==> src/rtl/pwrdom_pkg.sv <==
package pwrdom_pkg;

    typedef enum logic [2:0] {
        ST_IDLE,
        ST_HS_ACK,
        ST_HS_IDLE,
        ST_PW_DELAY,
        ST_PW_STAT,
        ST_FINISH
    } seq_state_t;

endpackage

==> src/rtl/pwrdom_pick.sv <==
module pwrdom_pick #(
    parameter int N  = 4,
    parameter int IW = 2
) (
    input  logic [N-1:0]  req,
    output logic [IW-1:0] idx,
    output logic          vld
);
    // Lowest set index wins.
    always_comb begin
        idx = '0;
        vld = |req;
        for (int i = N - 1; i >= 0; i--) begin
            if (req[i]) idx = IW'(i);
        end
    end
endmodule

==> src/rtl/pwrdom_tick.sv <==
module pwrdom_tick #(
    parameter int TW = 9
) (
    input  logic          clk,
    input  logic          rst_n,
    input  logic          clr,
    output logic [TW-1:0] cnt
);
    // Saturating cycle counter, cleared on every state change.
    always_ff @(posedge clk or negedge rst_n) begin
        if (!rst_n)        cnt <= '0;
        else if (clr)      cnt <= '0;
        else if (!(&cnt))  cnt <= cnt + 1'b1;
    end
endmodule

==> src/rtl/pwrdom_seq.sv <==
module pwrdom_seq
    import pwrdom_pkg::*;
#(
    parameter int               N_DOM    = 4,
    parameter int               DW       = 8,
    parameter int               DLY_RST  = 24,
    parameter int               TMO_CYC  = 10000,
    parameter logic [N_DOM-1:0] HAS_PWR  = '1,
    parameter logic [N_DOM-1:0] HAS_REQ  = '1,
    parameter logic [N_DOM-1:0] HAS_STAT = '1
) (
    input  logic             clk,
    input  logic             rst_n,
    input  logic             cmd_we,
    input  logic [31:0]      cmd_data,
    input  logic             cnt_we,
    input  logic             cnt_sel,
    input  logic [DW-1:0]    cnt_val,
    input  logic [N_DOM-1:0] ack_in,
    input  logic [N_DOM-1:0] idle_in,
    input  logic [N_DOM-1:0] stat_in,
    output logic [N_DOM-1:0] pwr_off_o,
    output logic [N_DOM-1:0] idle_req_o,
    output logic             busy_o,
    output logic             done_o,
    output logic [N_DOM-1:0] err_o
);
    localparam int IW    = (N_DOM > 1) ? $clog2(N_DOM) : 1;
    localparam int SPAN  = (TMO_CYC > (1 << DW)) ? TMO_CYC : (1 << DW);
    localparam int TW    = $clog2(SPAN) + 1;
    localparam int EN_OF = 16;

    seq_state_t       st_q, st_d;
    logic [IW-1:0]    act_q, sel, cur;
    logic             sel_vld, dir_q, cur_dir, fail_q;
    logic [N_DOM-1:0] pend_q, pdir_q, pwr_q, req_q, err_q, dom_on, blk;
    logic [DW-1:0]    dly_dn_q, dly_up_q;
    logic [TW-1:0]    tcnt;
    logic             ack_ok, idle_ok, stat_ok, dly_ok, tmo, tmo_hit;
    logic             unused_cmd;

    assign unused_cmd = ^cmd_data;

    pwrdom_pick #(.N(N_DOM), .IW(IW)) u_pick (
        .req (pend_q),
        .idx (sel),
        .vld (sel_vld)
    );

    pwrdom_tick #(.TW(TW)) u_tick (
        .clk   (clk),
        .rst_n (rst_n),
        .clr   (st_q != st_d),
        .cnt   (tcnt)
    );

    for (genvar g = 0; g < N_DOM; g++) begin : g_dom
        assign dom_on[g] = HAS_STAT[g] ? !stat_in[g] : !idle_in[g];
        assign blk[g]    = (st_q != ST_IDLE) ? (act_q == IW'(g))
                                             : (sel_vld && sel == IW'(g));
    end

    assign cur     = (st_q == ST_IDLE) ? sel : act_q;
    assign cur_dir = (st_q == ST_IDLE) ? pdir_q[sel] : dir_q;
    assign ack_ok  = (ack_in[cur] == cur_dir);
    assign idle_ok = (idle_in[cur] == cur_dir);
    assign stat_ok = !HAS_STAT[cur] || (stat_in[cur] == cur_dir);
    assign dly_ok  = tcnt >= TW'(cur_dir ? dly_dn_q : dly_up_q);
    assign tmo     = tcnt >= TW'(TMO_CYC - 1);
    assign tmo_hit = tmo && ((st_q == ST_HS_ACK  && !ack_ok)  ||
                             (st_q == ST_HS_IDLE && !idle_ok) ||
                             (st_q == ST_PW_STAT && !stat_ok));

    // Next-state logic
    always_comb begin
        st_d = st_q;
        unique case (st_q)
            ST_IDLE: begin
                if (sel_vld) begin
                    if (cur_dir)
                        st_d = HAS_REQ[sel] ? ST_HS_ACK :
                               (HAS_PWR[sel] ? ST_PW_DELAY : ST_FINISH);
                    else
                        st_d = HAS_PWR[sel] ? ST_PW_DELAY :
                               (HAS_REQ[sel] ? ST_HS_ACK : ST_FINISH);
                end
            end
            ST_HS_ACK: begin
                if (ack_ok)   st_d = ST_HS_IDLE;
                else if (tmo) st_d = ST_FINISH;
            end
            ST_HS_IDLE: begin
                if (idle_ok)  st_d = (cur_dir && HAS_PWR[cur]) ? ST_PW_DELAY : ST_FINISH;
                else if (tmo) st_d = ST_FINISH;
            end
            ST_PW_DELAY: begin
                if (dly_ok)   st_d = ST_PW_STAT;
            end
            ST_PW_STAT: begin
                if (stat_ok)  st_d = (!cur_dir && HAS_REQ[cur]) ? ST_HS_ACK : ST_FINISH;
                else if (tmo) st_d = ST_FINISH;
            end
            ST_FINISH:        st_d = ST_IDLE;
            default:          st_d = ST_IDLE;
        endcase
    end

    // State register
    always_ff @(posedge clk or negedge rst_n) begin
        if (!rst_n) st_q <= ST_IDLE;
        else        st_q <= st_d;
    end

    // Per-domain registers and sequence bookkeeping
    always_ff @(posedge clk or negedge rst_n) begin
        if (!rst_n) begin
            act_q    <= '0;
            dir_q    <= 1'b0;
            fail_q   <= 1'b0;
            pend_q   <= '0;
            pdir_q   <= '0;
            pwr_q    <= '0;
            req_q    <= '0;
            err_q    <= '0;
            dly_dn_q <= DW'(DLY_RST);
            dly_up_q <= DW'(DLY_RST);
        end else begin
            if (cnt_we) begin
                if (cnt_sel) dly_up_q <= cnt_val;
                else         dly_dn_q <= cnt_val;
            end
            if (st_q == ST_IDLE && sel_vld) begin
                act_q       <= sel;
                dir_q       <= pdir_q[sel];
                fail_q      <= 1'b0;
                pend_q[sel] <= 1'b0;
            end
            for (int i = 0; i < N_DOM; i++) begin
                if (cmd_we && cmd_data[i + EN_OF] && !blk[i]) begin
                    pend_q[i] <= (cmd_data[i] == dom_on[i]);
                    pdir_q[i] <= cmd_data[i];
                    err_q[i]  <= 1'b0;
                end
            end
            if (st_d == ST_HS_ACK && st_q != ST_HS_ACK)     req_q[cur] <= cur_dir;
            if (st_d == ST_PW_DELAY && st_q != ST_PW_DELAY) pwr_q[cur] <= cur_dir;
            if (tmo_hit)                                    fail_q     <= 1'b1;
            if (st_q == ST_FINISH && fail_q)                err_q[act_q] <= 1'b1;
        end
    end

    // Outputs
    always_comb begin
        pwr_off_o  = pwr_q;
        idle_req_o = req_q;
        err_o      = err_q;
        busy_o     = (st_q != ST_IDLE);
        done_o     = (st_q == ST_FINISH);
    end

    // Assertions
    for (genvar g = 0; g < N_DOM; g++) begin : g_chk
        if (HAS_REQ[g]) begin : g_req
            assert_off_after_idle_R1: assert property (@(posedge clk) disable iff (!rst_n)
                $rose(pwr_off_o[g]) |-> (idle_req_o[g] && idle_in[g] && ack_in[g]));
        end
        if (HAS_PWR[g]) begin : g_pwr
            assert_release_after_on_R2: assert property (@(posedge clk) disable iff (!rst_n)
                $fell(idle_req_o[g]) |-> !pwr_off_o[g]);
        end
    end

    assert_single_domain_R9: assert property (@(posedge clk) disable iff (!rst_n)
        $onehot0((pwr_off_o ^ $past(pwr_off_o)) | (idle_req_o ^ $past(idle_req_o))));

    assert_wait_bound_R6: assert property (@(posedge clk) disable iff (!rst_n)
        (st_q == ST_HS_ACK || st_q == ST_HS_IDLE || st_q == ST_PW_STAT) |-> (tcnt < TW'(TMO_CYC)));

    assert_done_pulse_R10: assert property (@(posedge clk) disable iff (!rst_n)
        done_o |=> (!done_o && !busy_o));

    assert_done_in_busy_R10: assert property (@(posedge clk) disable iff (!rst_n)
        done_o |-> busy_o);

endmodule

==> config.mk <==
export PLATFORM = sky130hd
export DESIGN_NAME = pwrdom_seq
export DESIGN_NICKNAME = d
export VERILOG_FILES = /design/src/rtl/pwrdom_pkg.sv /design/src/rtl/pwrdom_pick.sv /design/src/rtl/pwrdom_tick.sv /design/src/rtl/pwrdom_seq.sv
export SDC_FILE = /design/constraint.sdc
export NUM_CORES = 1
export LEC_CHECK = 0
export CAP_MARGIN = 40
export CORE_MARGIN = 1
export CORE_UTILIZATION = 58
export CTS_CLUSTER_DIAMETER = 30
export DETAILED_ROUTE_END_ITERATION = 6
export DONT_BUFFER_PORTS = 1
export PLACE_DENSITY = 0.72
export SYNTH_ARGS = -nofsm -noshare
export SYNTH_HDL_FRONTEND = slang
export SYNTH_HIERARCHICAL = 1
export SYNTH_SLANG_ARGS = --single-unit
==> constraint.sdc <==
create_clock -name clk -period 6 [get_ports clk]
set_input_delay 0.9 -clock clk [delete_from_list [all_inputs] [get_ports clk]]
set_output_delay 0.9 -clock clk [all_outputs]
set_load 0.01 [all_outputs]
== Word level (Yosys, flattened, before mapping) ==
Index checks and enable logic that the tools add are counted.

* Output and inout bits: 14
* Input port bits: 57
* Register bits after elaboration: 58

* Reduce and logical (&&, ||, !) cells: 54
* Order comparisons: 8
* Muxes and demuxes: 57
* Bitwise logic cells: 4
* Add/subtract/negate cells: 1
* Equality and inequality tests: 24

{| class="wikitable"
|+ Operators with widths
! operator !! count
|-
| 3-bit 2-to-1 mux || 11
|-
| 15-bit 2-to-1 mux || 2
|-
| 1-bit logical AND || 25
|-
| 1-bit 2-to-1 mux || 24
|-
| 15-bit by 1-bit adder with 15-bit output (second input constant) || 1
|-
| 15-bit by 14-bit >= comparator with 1-bit output (second input constant) || 1
|-
| 15-bit by 8-bit >= comparator with 1-bit output || 1
|-
| 3-bit case mux with 5 select lines || 1
|-
| 15-bit AND reduction || 1
|-
| 1-bit logical NOT || 13
|-
| 1-bit binary-select mux with 2-bit select || 6
|-
| 2-bit 2-to-1 mux || 5
|-
| 2-bit nonzero test || 5
|-
| 3-bit by 2-bit == test with 1-bit output (second input constant) || 3
|-
| 2-bit by 3-bit < comparator with 1-bit output (second input constant) || 3
|-
| 4-bit bitwise mux || 2
|-
| 2-bit == test (second input constant) || 4
|-
| 4-bit 2-to-1 mux || 2
|-
| 8-bit 2-to-1 mux || 1
|-
| 1-bit == test || 7
|-
| 1-bit demux with 2-bit select || 3
|-
| 3-bit by 1-bit == test with 1-bit output (second input constant) || 2
|-
| 3-bit == test (second input constant) || 2
|-
| 2-bit by 1-bit >= comparator with 1-bit output (second input constant) || 3
|-
| 15 further kinds || 20
|}

== Depth between registers and ports, before layout ==
Gate-level depths: netlist of run 1.

* Depth in word-level cells: 14
* Depth in mapped cells: 19

== By module ==
The synthesis of run 1 kept the hierarchy.

{| class="wikitable"
|+ By module, submodules not included
! module !! area each (um^2) !! cells an instance !! sequential area each (um^2) !! times used
|-
| pwrdom_seq || 2,539.9 || 238 || 1,081.0 || 1
|-
| pwrdom_tick || 790.8 || 80 || 375.4 || 1
|-
| pwrdom_pick || 35.0 || 7 || 0.0 || 1
|}

== Least setup slack after synthesis of run 1 ==
OpenSTA, ideal clock, no wires.

* Path kind: register to register
* Start point: reg pend_q[2]
* End point: reg u_tick.cnt[10]
* Arrival time: 4.114 ns
* Setup slack: 1.808 ns
* Cell stages (with the launch flop): 20
* Required time: 5.922 ns
* Clock period less this slack: 4.192 ns
* Cells stage by stage: dfrtp_1 nand2b_1 a21oi_2 buf_6 mux4_2 mux2_4 clkbuf_1 nand2_1 nand2_1 ha_1 nand2b_1 a211o_1 a21oi_1 nand2_1 a22oi_1 o31ai_1 a2111oi_0 o21ai_1 clkbuf_1 a21oi_1

* Cells in the longest elaborated chain, start to end: 13

{| class="wikitable"
|+ RTL lines
! element !! RTL line !! RTL
|-
| start, declared || pwrdom_seq.sv:36 || <nowiki>logic [N_DOM-1:0] pend_q, pdir_q, pwr_q, req_q, err_q, dom_on, blk;</nowiki>
|-
| start signal, assigned by index || pwrdom_seq.sv:140 || <nowiki>pend_q[i] <= (cmd_data[i] == dom_on[i]);</nowiki>
|-
| 2-bit 2-to-1 mux * (3 in series) || pwrdom_pick.sv:14 || <nowiki>if (req[i]) idx = IW'(i);</nowiki>
|-
| named net sel[0] || pwrdom_seq.sv:34 || <nowiki>logic [IW-1:0] act_q, sel, cur;</nowiki>
|-
| parallel branches: the longest is 7 deep, another holds 15-bit by 8-bit >= comparator with 1-bit output || - ||
|-
| 3-bit case mux with 5 select lines * || pwrdom_seq.sv:77 || <nowiki>unique case (st_q)</nowiki>
|-
| 3-bit != test * || pwrdom_seq.sv:53 || <nowiki>.clr (st_q != st_d),</nowiki>
|-
| 2-bit by 1-bit != test with 1-bit output (no source line) / 15-bit 2-to-1 mux (equally long branches) || - ||
|-
| end signal, assigned || pwrdom_tick.sv:13 || <nowiki>else if (!(&cnt)) cnt <= cnt + 1'b1;</nowiki>
|-
| end, declared || pwrdom_tick.sv:7 || <nowiki>output logic [TW-1:0] cnt</nowiki>
|}

Mark *: on every way through the listed nets, which the timed path passes. The select of a mux whose other input is x is not followed.
A chain may end at the register's enable or synchronous reset.

== Worst setup path after layout of run 1 ==
* Start point: reg pend_q[2]
* End point: reg u_tick.cnt[6]

{| class="wikitable"
|+ RTL lines
! element !! RTL line !! RTL
|-
| 2-bit 2-to-1 mux * (3 in series) || pwrdom_pick.sv:14 ||
|-
| named net sel[0] || pwrdom_seq.sv:34 ||
|-
| 1-bit binary-select mux with 2-bit select / 2-bit 2-to-1 mux (equally long branches) || pwrdom_seq.sv:64, pwrdom_seq.sv:63 ||
|-
| 1-bit 2-to-1 mux (implied by the code) / 1-bit binary-select mux with 2-bit select (equally long branches) || pwrdom_seq.sv:64, pwrdom_seq.sv:67 ||
|-
| 1-bit 2-to-1 mux (on tied branches) || pwrdom_seq.sv:64, pwrdom_seq.sv:67 ||
|-
| 8-bit 2-to-1 mux (tied with other cells) || pwrdom_seq.sv:68 || <nowiki>assign dly_ok = tcnt >= TW'(cur_dir ? dly_dn_q : dly_up_q);</nowiki>
|-
| 15-bit by 8-bit >= comparator with 1-bit output / 1-bit logical OR (equally long branches) || pwrdom_seq.sv:68, pwrdom_seq.sv:67 ||
|-
| 3-bit 2-to-1 mux (on tied branches) || pwrdom_seq.sv:97, pwrdom_seq.sv:100 ||
|-
| 3-bit case mux with 5 select lines * || pwrdom_seq.sv:77 ||
|-
| named net st_d[0] || pwrdom_seq.sv:33 || <nowiki>seq_state_t st_q, st_d;</nowiki>
|-
| 3-bit != test * || pwrdom_seq.sv:53 ||
|-
| 2-bit by 1-bit != test with 1-bit output (no source line) / 15-bit 2-to-1 mux (equally long branches) || - ||
|}

The timed path passes the listed nets; every way through them passes the cells marked *. The select of a mux whose other input is x is not followed.

==> flow_summary.ini, run 1 <==
[clock_network]
cts_htree_levels = 3
root_buffer = clkbuf_8
hold_buffers = 0
cts_tree = yes
cts_num_sinks = 58
post-cts-setup-buffers = 0
cts_made_buffers = 9
clockBufferDepth = 2
clk_latency_ns = 0.34
cts.repair.resized = 0
path_clk_slew_ns = 0.07

[floorplan]
die_w_um = 78.2
start_util_pct = 60.7
num_io_pins = 71
die_area_sq_um = 6110
fp-row-count = 27
core_area_sq_um = 5540
die_y_um = 78.2

[cells_and_area]
antenna_cells = 0
final_nets = 395
final_area_sq_um = 3610
layout-drive-gt1-share_pct = 18.9
seq_area_sq_um = 1460
multi_input_area_sq_um = 1840
nFillCells = 463
area_growth_pct = 7.17

[synth]
synth.top_cell.area_share_pct = 40.1
synth_flop_cell = dfrtp_1
async_reset_ff_share_pct = 100
synth_area_leader_cell = dfrtp_1
synth_area_leaders = dfrtp_1 40%, mux2_2 7.0%, mux2i_1 3.6%, ha_1 3.3%, a21oi_1 3.3%
syn_area_per_cell_sq_um = 10.4
synth-seq-area-share_pct = 43.3
synth_edf_count = 0
synth-seq-cells = 58
syn_inst = 325
synth_nets = 391
synth_cell_types = 64
synth_warnings = 6
syn_area_sq_um = 3370

[setup_path]
reg2reg_slack_ns = 1.29
crit_start = pend_q[2]
regToRegStartpoint = pend_q[2]
cp-end-kind = flip-flop
cpLargestDelayFamily = compound AO/OA/AOI/OAI gates
path_cells = nand2b_1, a21oi_2, mux4_2, mux2_4, inv_2, nand2_1, nand2_1, ha_1, nand2b_1, a211o_1, a21oi_1, nand3_1, o2111ai_1, o21bai_1, xnor2_1, o21ai_1, buf_4, nor2_1, mux2_1
critPathRequiredTime_ns = 6.22
cpMaxStageDelayCell = mux4_2
setup.worst_path.class = flip-flop to flip-flop
worstPathArrival_ns = 4.93
critical_path.max_fanout = 16
path_buf_inv = 2
max_stage_delay_ns = 0.58
start_kind = flip-flop

[pwr]
powerDensity_nw_per_um2 = 484
p_total_mw = 1.75
vdd_ir_drop_max_uv = 328
leakage_nw = 1.50

[global_route]
grt_max_degree = 59
track_usage_pct = 25.3
grt_pass1_wl_mm = 11.8
antenna_found_initial = 0
grt_overflow = 0
grt_pass1_vias = 2440

[drt]
first_pass_iters = 4
viasPerCell = 6.29
drc = 0
drt-initial-drc-count = 188
vias = 2554
wire_per_inst_um = 17.6
postRouteAntennaNets = 0
totalWireLength_mm = 7.14

[sta]
period_minus_slack_ns = 4.71
maxClockFrequency_ghz = 0.212
timing.final.max_slew_violations = 0
fin_crit_sh_pct = 78.5
worst_pin_slew_ns = 0.862
finalSetupTns_ns = 0
max-slew-margin-rel_pct = 42.1
finalHoldViolCount = 0
skew_ns = 0.00773
setup_viol = 0
holdWs_ns = 0.252
rsz0062_at_grt = false

[status]
status = complete, no violations

[job]
maxCapViolCount = 0

[min_path]
hp-class = input port to asynchronous set/reset pin

[place]
port_buffers = 0
place_congestion = 0.853
hpwl_mm = 5.15
dpl-instance-area_sq_um = 3430
-- where the power goes --
part / switching [mW] / leakage [nW] / internal (mW)
logic: 0.476 / 0.683 / 0.349
clock network: 0.164 / 0.0847 / 0.161
registers: 0.114 / 0.729 / 0.484
total: 0.754 / 1.50 / 0.993
-- cell usage after synthesis, drive strengths merged, types with 7 or more instances --
| cell | number |
|---|---|
| mux2 | 26 |
| inv | 8 |
| dfrtp | 54 |
| nand2b | 7 |
| nor3 | 9 |
| nand4 | 10 |
| a21oi | 23 |
| nand2 | 28 |
| nor2 | 27 |
| ha | 9 |
| o21ai | 13 |
| clkbuf | 7 |
| mux2i | 12 |
| xnor2 | 12 |
-- kinds of logic after synthesis --
logic type,count (synthesis),share of synthesized area [%]
AO/OA/AOI/OAI,71,13.8
AND/OR/NAND/NOR,115,19.4
adder cells (fa/ha/maj),9,3.35
multiplexers,41,14.4
XOR/XNOR,14,3.64
buffers and inverters,17,2.16
flip-flops,58,43.3
-- area by class of cell --
cell class	count	area share, %
sequential	58	40.4
clock buffer	10	3.82
timing repair buffer	2	0.416
multi-input combinational	250	50.9
clock inverter	6	1.14
tap	72	2.50
inverter	8	0.832
-- routing by layer --
| layer | share of wire, % | vias up | global-route usage (%) |
|---|---|---|---|
| li1 | - | 1215 | - |
| met1 | 48 | 1254 | 37.5 |
| met2 | 44 | 76 | 34.5 |
| met3 | 7.0 | 9 | 6.98 |
| met4 | 1.1 | 0 | 10.6 |
| met5 | 0 | - | 0 |
-- cell usage in the layout, fill, tap and decap left out, types with 3 or more instances in the layout --
cell,count
dfstp_2,4
nand2_1,28
clkinvlp_4,3
nor2_1,27
o21ai_0,10
nand3_1,5
nand4_2,3
a211oi_1,3
nor3b_1,4
inv_1,6
dfrtp_1,54
mux4_2,3
mux2_2,21
nand4_1,6
or2_2,3
xnor2_1,12
nor4_1,3
nor3_1,8
nand2b_1,7
mux2i_1,12
clkbuf_8,10
o21ai_1,3
a21oi_1,22
nor2b_1,5
mux2_1,4
ha_1,9
nand4b_1,3
a31oi_1,5
-- path summary, 6_finish.rpt --
path	to	cells after the start
setup / recovery	u_tick/cnt[6]	19
hold / removal	u_tick/cnt[11]	0
setup reg to reg	u_tick/cnt[6]	19
hold reg to reg	fail_q	2
max in group asynchronous	dly_up_q[4]	0
min in group clk	fail_q	2
-- stage by stage --
stage                     utilization (%)  instances  worst slack [ns]
after floorplan                         -        325              1.81
after global placement               61.7        389              1.37
after detailed placement             61.9        390              1.33
after CTS                            65.1        406              1.31
after global routing                 65.1        406             0.966
final                                65.1        406              1.29
-- state kept, by name (all words and copies together) (netlist names) --
signal	flops
act_q	2
dir_q	1
dly_dn_q	8
dly_up_q	8
err_o	4
fail_q	1
idle_req_o	4
pdir_q	4
pend_q	4
pwr_off_o	4
st_q	3
u_tick/cnt	15
(Power assumes the default switching activity.)
==> run 2: changes to the inputs <==
==> constraint.sdc (replaced) <==
create_clock -name clk -period 4.7 [get_ports clk]
set_input_delay 0.705 -clock clk [delete_from_list [all_inputs] [get_ports clk]]
set_output_delay 0.705 -clock clk [all_outputs]
set_load 0.01 [all_outputs]
==> run 2 against run 1 <==
Wire length increased by 2.2%. Largest power group unchanged. Hold slack got worse by 0.19 ns. Highest routed layer unchanged. Sequential power grew 26%. Core utilization rose by 0.90 points. First-iteration DRC count is 64% higher. Via count up 1.2%. Combinational power grew 38%. Count of clock-buffer cells in the layout rose by 3. Cell area grew 1.4%. Fmax rose by 8.0%. Clock power rose by 26%. Non-clock buffer count is 6 higher.
==> flow_summary.ini, run 2 (same netlist as run 1, synthesis figures left out) <==
[sta]
finalSetupTns_ns = 0
fin_crit_sh_pct = 92.8
worst_pin_slew_ns = 0.820
timing.final.max_slew_violations = 0
rsz0062_at_grt = false
finalHoldViolCount = 0
max-slew-margin-rel_pct = 44.7
period_minus_slack_ns = 4.36
skew_ns = 0.0127
setup_viol = 0
maxClockFrequency_ghz = 0.229

[place]
placed_cells = 396
hpwl_mm = 5.21
port_buffers = 0
place_congestion = 0.874

[setup_path]
max_stage_delay_ns = 0.57
setup.worst_path.class = flip-flop to flip-flop
worstPathArrival_ns = 4.62
path_cells = nand2b_1, a21oi_2, mux4_2, mux2_4, nand2_1, nand2_1, ha_1, nand2b_1, a211o_1, a21oi_1, nand2_1, a22oi_1, o31ai_1, a2111oi_2, o21ai_2, buf_4, a21oi_1
path_common_cell = nand2_1
reg2reg_slack_ns = 0.34
start_kind = flip-flop
cpMaxStageDelayCell = mux4_2
critPathRequiredTime_ns = 4.96
cp-end-kind = flip-flop
critical_path.max_fanout = 16

[floorplan]
start_util_pct = 60.7
fp-row-count = 27
num_io_pins = 71
die_y_um = 78.2
die_w_um = 78.2
core_area_sq_um = 5540
die_area_sq_um = 6110

[clock_network]
cts_num_sinks = 58
cts_made_buffers = 9
clockBufferDepth = 2
cts_htree_levels = 3
cts_tree = yes
path_clk_slew_ns = 0.07
hold_buffers = 0
root_buffer = clkbuf_8
clk_latency_ns = 0.34

[cells_and_area]
finalNonFillerCells = 412
top_regs = u_tick/cnt: 15 flops, dly_dn_q: 8 flops, dly_up_q: 8 flops
antenna_cells = 0
layout-drive-gt1-share_pct = 20.3
top_register = u_tick/cnt
final_common_cell = dfrtp_1
area_growth_pct = 8.66
final_cell_mix = 54 x dfrtp_1, 28 x nand2_1, 27 x nor2_1, 22 x a21oi_1, 21 x mux2_2
largest_reg_flops = 15
final_nets = 401

[drt]
drt-initial-drc-count = 308
drc = 0
first_pass_iters = 4
vias = 2585
wire_per_inst_um = 17.7
totalWireLength_mm = 7.30
postRouteAntennaNets = 0
viasPerCell = 6.27

[pwr]
leakage_nw = 1.54
vdd_ir_drop_max_uv = 351
powerDensity_nw_per_um2 = 629

[global_route]
grt_pass1_vias = 2488
grt_pass1_wl_mm = 12.0
grt_max_degree = 59
grt_overflow = 0
antenna_found_initial = 0
track_usage_pct = 25.9

[min_path]
hp-class = input port to asynchronous set/reset pin

[status]
status = complete, no violations

[job]
maxCapViolCount = 0
run 2: timing repair:
action,4_1_cts,5_1_grt
buffers inserted,0,0
endpoints found under the setup margin,0,15
gates resized for setup,0,3
run 2: worst paths after layout:
| check | depth (start not counted) | endpoint | from |
|---|---|---|---|
| worst max-delay path | 17 | u_tick/cnt[2] | pend_q[2] |
| worst min-delay path | 0 | u_tick/cnt[13] | rst_n |
| worst max register to register | 17 | u_tick/cnt[2] | pend_q[2] |
| worst min register to register | 2 | fail_q | fail_q |
| max in group asynchronous | 0 | dly_dn_q[3] | rst_n |
| min in group clk | 2 | fail_q | fail_q |
run 2: per-layer routing:
layer	part of all wire, %	wire length, um	up-vias	GRT usage (%)
met4	1.1	82	0	10.0
li1	-	-	1227	-
met2	45	3270	77	36.9
met3	6.7	488	10	7.09
met1	47	3460	1271	37.3
met5	0	0	-	0
run 2: cell type report:
| cell class | instances | area (sq um) |
|---|---|---|
| clock buffer | 13 | 159 |
| clock inverter | 3 | 15.0 |
| fill | 451 | 1880 |
| inverter | 8 | 30.0 |
| multi-input combinational | 250 | 1850 |
| sequential | 58 | 1460 |
| tap | 72 | 90.1 |
| timing repair buffer | 8 | 60.1 |
run 2: critical path: cells and delay by family (launching register included):
kind	cells	cell delay [ns]
compound gates	8	1.84
flops	1	0.40
mux	2	0.97
buf+inv	1	0.22
fa+ha+maj	1	0.26
simple gates	5	0.57
run 2: metrics by stage:
step / hold WS, ns / area [sq um] / worst slack [ns] / utilization [%] / power [mW]
3_3_place_gp: 0.411 / 3470 / 0.322 / 62.7 / 1.83
3_5_place_dp: 0.411 / 3470 / 0.189 / 62.7 / 1.86
6_report: 0.0597 / 3660 / 0.338 / 66.0 / 2.30
4_1_cts: 0.0461 / 3650 / 0.154 / 65.8 / 2.28
5_1_grt: 0.0447 / 3660 / 0.0156 / 66.0 / 2.46
2_1_floorplan: 0.409 / 3370 / 0.508 / - / 1.58
run 2: power breakdown:
part | switching (mW) | total [mW] | internal, mW | leakage (nW)
combinational | 0.634 | 1.14 | 0.504 | 0.714
clock | 0.192 | 0.409 | 0.218 | 0.0932
sequential | 0.135 | 0.753 | 0.618 | 0.729
total | 0.961 | 2.30 | 1.34 | 1.54
